<file path="src/rtl/vtpg_pkg.sv">
package vtpg_pkg;
  localparam int PIX_W = 12;

  typedef enum logic [1:0] {
    MODE_LIVE  = 2'd0,
    MODE_FIXED = 2'd1,
    MODE_SLIDE = 2'd2,
    MODE_RSVD  = 2'd3
  } mode_e;

  localparam logic [PIX_W-1:0] RAMP_BASE  = 12'd960;
  localparam logic [PIX_W-1:0] SLIDE_STEP = 12'd2;
endpackage

</file>
<file path="src/rtl/vtpg_col_cnt.sv">
module vtpg_col_cnt #(
  parameter int LINE_PIX = 1049,
  parameter int CW       = (LINE_PIX > 1) ? $clog2(LINE_PIX) : 1
) (
  input  logic          clk_i,
  input  logic          rst_ni,
  input  logic          lval_i,
  output logic [CW-1:0] col_o
);
  localparam logic [CW-1:0] LAST = CW'(LINE_PIX - 1);

  logic [CW-1:0] col_q;

  always_ff @(posedge clk_i or negedge rst_ni) begin
    if (!rst_ni)            col_q <= '0;
    else if (!lval_i)       col_q <= '0;
    else if (col_q != LAST) col_q <= col_q + 1'b1;
  end

  assign col_o = col_q;

  assert_col_bound_R4: assert property (@(posedge clk_i) disable iff (!rst_ni)
    col_q <= LAST);
  assert_col_hold_R4: assert property (@(posedge clk_i) disable iff (!rst_ni)
    (lval_i && col_q == LAST) |=> (col_q == LAST));
  assert_col_clear_R5: assert property (@(posedge clk_i) disable iff (!rst_ni)
    !lval_i |=> (col_q == '0));
endmodule

</file>
<file path="src/rtl/vtpg_start_reg.sv">
module vtpg_start_reg
  import vtpg_pkg::*;
(
  input  logic             clk_i,
  input  logic             rst_ni,
  input  logic             slide_i,
  input  logic             fval_i,
  output logic [PIX_W-1:0] start_o
);
  logic             fval_d;
  logic             armed_q;
  logic [PIX_W-1:0] start_q;
  logic             f_rise;

  assign f_rise = fval_i && !fval_d;

  always_ff @(posedge clk_i or negedge rst_ni) begin
    if (!rst_ni) begin
      fval_d  <= 1'b0;
      armed_q <= 1'b0;
      start_q <= RAMP_BASE;
    end else begin
      fval_d <= fval_i;
      if (!slide_i) begin
        armed_q <= 1'b0;
        start_q <= RAMP_BASE;
      end else if (f_rise) begin
        // first frame in sliding mode keeps the base code
        if (armed_q) start_q <= start_q + SLIDE_STEP;
        else         armed_q <= 1'b1;
      end
    end
  end

  assign start_o = start_q;

  assert_start_step_R6: assert property (@(posedge clk_i) disable iff (!rst_ni)
    (slide_i && f_rise && armed_q) |=> (start_q == PIX_W'($past(start_q) + SLIDE_STEP)));
  assert_start_idle_R6: assert property (@(posedge clk_i) disable iff (!rst_ni)
    (slide_i && !(f_rise && armed_q)) |=> $stable(start_q));
  assert_start_home_R8: assert property (@(posedge clk_i) disable iff (!rst_ni)
    !slide_i |=> (start_q == RAMP_BASE));
endmodule

</file>
<file path="src/rtl/vtpg_out_mux.sv">
module vtpg_out_mux
  import vtpg_pkg::*;
(
  input  logic             clk_i,
  input  logic             rst_ni,
  input  logic             gen_en_i,
  input  logic             lval_i,
  input  logic             fval_i,
  input  logic [PIX_W-1:0] video_i,
  input  logic [PIX_W-1:0] ramp_i,
  output logic [PIX_W-1:0] pix_o,
  output logic             lval_o,
  output logic             fval_o
);
  logic [PIX_W-1:0] pix_d;

  always_comb begin
    if (!gen_en_i)   pix_d = video_i;
    else if (lval_i) pix_d = ramp_i;
    else             pix_d = '0;
  end

  always_ff @(posedge clk_i or negedge rst_ni) begin
    if (!rst_ni) begin
      pix_o  <= '0;
      lval_o <= 1'b0;
      fval_o <= 1'b0;
    end else begin
      pix_o  <= pix_d;
      lval_o <= lval_i;
      fval_o <= fval_i;
    end
  end

  assert_live_pass_R1: assert property (@(posedge clk_i) disable iff (!rst_ni)
    !gen_en_i |=> (pix_o == $past(video_i)));
  assert_lval_delay_R2: assert property (@(posedge clk_i) disable iff (!rst_ni)
    1'b1 |=> (lval_o == $past(lval_i)));
  assert_fval_delay_R2: assert property (@(posedge clk_i) disable iff (!rst_ni)
    1'b1 |=> (fval_o == $past(fval_i)));
  assert_blank_R5: assert property (@(posedge clk_i) disable iff (!rst_ni)
    (gen_en_i && !lval_i) |=> (pix_o == '0));
endmodule

</file>
<file path="src/rtl/vtpg_top.sv">
module vtpg_top
  import vtpg_pkg::*;
#(
  parameter int LINE_PIX = 1049
) (
  input  logic                    clk_i,
  input  logic                    rst_ni,
  input  logic [1:0]              mode_i,
  input  logic                    fval_i,
  input  logic                    lval_i,
  input  logic [vtpg_pkg::PIX_W-1:0] video_i,
  output logic [vtpg_pkg::PIX_W-1:0] pix_o,
  output logic                    lval_o,
  output logic                    fval_o
);
  localparam int CW = (LINE_PIX > 1) ? $clog2(LINE_PIX) : 1;

  mode_e            mode;
  logic             gen_en;
  logic             slide;
  logic [CW-1:0]    col;
  logic [PIX_W-1:0] start;
  logic [PIX_W-1:0] ramp;

  assign mode   = mode_e'(mode_i);
  assign gen_en = (mode == MODE_FIXED) || (mode == MODE_SLIDE);
  assign slide  = (mode == MODE_SLIDE);
  assign ramp   = start + PIX_W'(col);  // wraps modulo 2**PIX_W

  vtpg_col_cnt #(.LINE_PIX(LINE_PIX), .CW(CW)) u_col (
    .clk_i  (clk_i),
    .rst_ni (rst_ni),
    .lval_i (lval_i),
    .col_o  (col)
  );

  vtpg_start_reg u_start (
    .clk_i   (clk_i),
    .rst_ni  (rst_ni),
    .slide_i (slide),
    .fval_i  (fval_i),
    .start_o (start)
  );

  vtpg_out_mux u_mux (
    .clk_i    (clk_i),
    .rst_ni   (rst_ni),
    .gen_en_i (gen_en),
    .lval_i   (lval_i),
    .fval_i   (fval_i),
    .video_i  (video_i),
    .ramp_i   (ramp),
    .pix_o    (pix_o),
    .lval_o   (lval_o),
    .fval_o   (fval_o)
  );

  assert_fixed_first_R3: assert property (@(posedge clk_i) disable iff (!rst_ni)
    (mode == MODE_FIXED && lval_i && col == '0) |=> (pix_o == RAMP_BASE));
endmodule

</file>
<file path="config.mk">
export PLATFORM = sky130hd
export DESIGN_NAME = vtpg_top
export DESIGN_NICKNAME = d
export VERILOG_FILES = /design/src/rtl/vtpg_pkg.sv /design/src/rtl/vtpg_col_cnt.sv /design/src/rtl/vtpg_start_reg.sv /design/src/rtl/vtpg_out_mux.sv /design/src/rtl/vtpg_top.sv
export SDC_FILE = /design/constraint.sdc
export NUM_CORES = 1
export LEC_CHECK = 0
export BUFFER_PORTS_ARGS = -buffer_cell sky130_fd_sc_hd__buf_4
export CORE_MARGIN = 2
export CORE_UTILIZATION = 50
export DETAILED_ROUTE_END_ITERATION = 8
export PLACE_DENSITY_LB_ADDON = 0.1
export SLEW_MARGIN = 10
export SYNTH_ARGS = -nofsm -noshare
export SYNTH_HDL_FRONTEND = slang
export SYNTH_HIERARCHICAL = 1
export SYNTH_SLANG_ARGS = --single-unit
</file>
<file path="constraint.sdc">
create_clock -name clk_i -period 2.5 [get_ports clk_i]
set_clock_uncertainty 0.15 [all_clocks]
set_input_delay 0.375 -clock clk_i [delete_from_list [all_inputs] [get_ports clk_i]]
set_output_delay 0.375 -clock clk_i [all_outputs]
set_load 0.02 [all_outputs]
</file>
==> reports/results.ini <==
[critical_path]
start_kind = flip-flop
worstSetupPathType = flip-flop to flip-flop
cp_num_buf_inv = 0
crit_path_max_fanout = 6
slowest_stage = dfrtp_1
cp-end-kind = flip-flop
arrival_ps = 2370
slowest_delay_ps = 460
path_cells = ha_1, and3_1, a2111oi_4, a21oi_2, a41oi_2, xnor2_1, a22o_1
cp.required_ps = 2530
cp_top_family = compound AO/OA/AOI/OAI gates

[synthesis]
yosys-mux-area-fraction_pct = 1.32
yosys_warnings = 6
syn_avg_cell_area_um2 = 10.6
synth-xor-area-share_pct = 5.41
synthSimpleGateAreaFrac_pct = 19.7
synth-edff-count = 0
synthAdderAreaFrac_pct = 9.16
synth_compound_area_share_pct = 18.7
ys_seq_elements = 38
netlist_area_um2 = 2270
synth_top_family_by_area = simple AND/OR/NAND/NOR gates
syn_inst = 214
synth.distinct_cells = 47
async_reset_ff_share_pct = 100
ys.flop_type = dfrtp_1
seq_area_frac_synth_pct = 42.2
synth_fp_nets = 248

[cts]
h-tree-depth = 2
clkLatencyLatePin_ps = 300
cts_made_buffers = 5
numClockSinks = 38
cts-root-buf = clkbuf_8
cts_tree = built
path_clk_slew_ps = 70
clock_path_buffers = 2

[global_route]
antenna_found_initial = 0
overflow = 0
grtUsageTotal_pct = 20.8
grt_pass1_wl_um = 8330
grt_max_degree = 39
grt_pass1_vias = 1839

[detailed_routing]
drc_errors = 0
wire_per_inst_um = 15.5
drt_wl_total_um = 4760
firstDrtPassIters = 4
vias_per_cell = 5.85
final_antenna_net_count = 0
via_count = 1797
first_iter_violations = 99

[sta]
fin_crit_sh_pct = 93.7
maxSlewViolCount = 0
finalSetupViolCount = 0
hold_viol = 0
clock.fmax_ghz = 0.427
holdWs_ps = 79.1
fin_crit_ps = 2340
rsz0062_at_grt = false
fin_tns_setup_ps = 0

[power_and_ir_drop]
leakagePower_nw = 1.19
power_density_nw_per_um2 = 471
switchingPower_w = 0.000327
power.internal_w = 0.000941
comb_power_share_pct = 13.7
power_w = 0.00127
clock_power_share_pct = 34.9
switching_share_pct = 25.8
seqPwrFrac_pct = 51.4
ir_drop_mv = 0.286

[cells_and_area]
drive_gt1_share_pct = 24.7
seq_area_um2 = 956
fin_util_pct = 61.8
fin_area_um2 = 2690
multi_input_area_um2 = 1250
syn_to_final_growth_pct = 18.7
fill_cells = 387
fin_nets = 288
num_antenna_cells = 0

[die]
dieArea_um2 = 5090
core_um2 = 4350
num_rows = 24
fp.dieW_um = 71.3
ioPinCount = 32
initial_core_util_pct = 52.1
die_h_um = 71.3

[min_path]
holdCritPathClass = input pin to flip-flop

[placed_design]
port_buffers = 31
gp_congestion = 0.831
post_dp_cell_area_um2 = 2570
hpwl_um = 3560

[job]
cap_violations = 0

[status]
run_status = complete, no violations

[Yosys cell counts, types with 3 or more instances]
cell | count | area share, %
ha_1 | 15 | 8.3
o21ai_0 | 8 | 1.8
dfstp_2 | 4 | 4.6
a22o_1 | 11 | 4.2
or4_1 | 8 | 2.6
a21o_1 | 3 | 0.99
xnor2_1 | 7 | 2.7
nand4_1 | 5 | 1.4
xor2_1 | 7 | 2.7
nand2_1 | 11 | 1.8
dfrtp_1 | 34 | 38
or3_1 | 6 | 1.7
o31ai_1 | 8 | 2.6
inv_1 | 10 | 1.7
nor2_1 | 8 | 1.3
nand3_1 | 12 | 2.6
mux2i_1 | 3 | 1.3
a21oi_1 | 18 | 4.0
[power groups by stage]
stage                     Sequential (W)  Combinational [W]  Clock (W)
final                           0.000651           0.000174   0.000442
after floorplan                 0.000694          0.0000625          0
after global placement          0.000663           0.000172          0
after global routing            0.000654           0.000192   0.000487
after detailed placement        0.000663           0.000174          0
after CTS                       0.000651           0.000176   0.000452
[layout make-up]
| cell class | instances | area share (%) |
|---|---|---|
| clock buffer | 6 | 3.07 |
| clock inverter | 2 | 0.465 |
| inverter | 10 | 1.40 |
| multi-input combinational | 161 | 46.4 |
| sequential | 38 | 35.5 |
| tap | 52 | 2.42 |
| timing repair buffer | 38 | 10.7 |
[worst paths after layout]
path | start | to | slack (ps) | cells past startpoint
setup / recovery | u_start/start_o[3] | u_mux/pix_o[11] | 160 | 7
hold / removal | fval_i | u_start/fval_d | 80 | 1
setup reg to reg | u_start/start_o[3] | u_mux/pix_o[11] | 160 | 7
hold reg to reg | u_start/start_o[8] | u_start/start_o[8] | 390 | 2
max in group asynchronous | rst_ni | u_start/start_o[7] | 1410 | 2
min in group asynchronous | rst_ni | u_mux/pix_o[0] | 420 | 2
[metrics by stage]
stage / worst slack, ps / cells
floorplan: 83.9 / 214
global placement: 62.1 / 298
global route: 28.6 / 307
CTS: 0.542 / 307
detailed placement: 24.8 / 298
finish: 158 / 307
[per-layer routing]
metal  up-vias  routed length, µm  GRT usage, %
li1        888                  -             -
met1       868               2200          25.2
met2        35               2260          35.8
met3         6                228          5.34
met4         0                 73          7.13
met5         -                  0             0
[flip-flops by register name, summed over array words and instances, names as in the netlist]
| name | count |
|---|---|
| u_mux/lval_o | 1 |
| u_start/armed_q | 1 |
| u_mux/fval_o | 1 |
| u_col/col_o | 11 |
| u_start/start_o | 11 |
| u_start/fval_d | 1 |
| u_mux/pix_o | 12 |
[layout by cell type, fill, tap and decap left out, drive strengths merged, types with 3 or more instances in the layout]
cell type	n
or4	9
nor2	8
xnor2	7
nand4	7
nand2	11
o31ai	8
xor2	7
nor3	3
a21oi	19
mux2i	3
nand3	13
a21o	3
a22o	11
and2	3
ha	15
or3	6
clkbuf	6
inv	10
o21ai	8
dfrtp	34
buf	37
dfstp	4
[repair_timing]
item | CTS | global route
setup buffers | 0 | 0
endpoints found under the setup margin | 0 | 1
gates resized for setup | 0 | 4
hold buffers | 1 | 0
endpoints found under the hold margin | 34 | 0
[cells by family after synthesis]
kind of cell    count (synthesis)
mux                             3
buf+inv                        15
simple gates                   68
xor+xnor                       14
fa+ha+maj                      16
other cells                     1
flops                          38
compound gates                 59
Power figures use the tool's default switching activity.
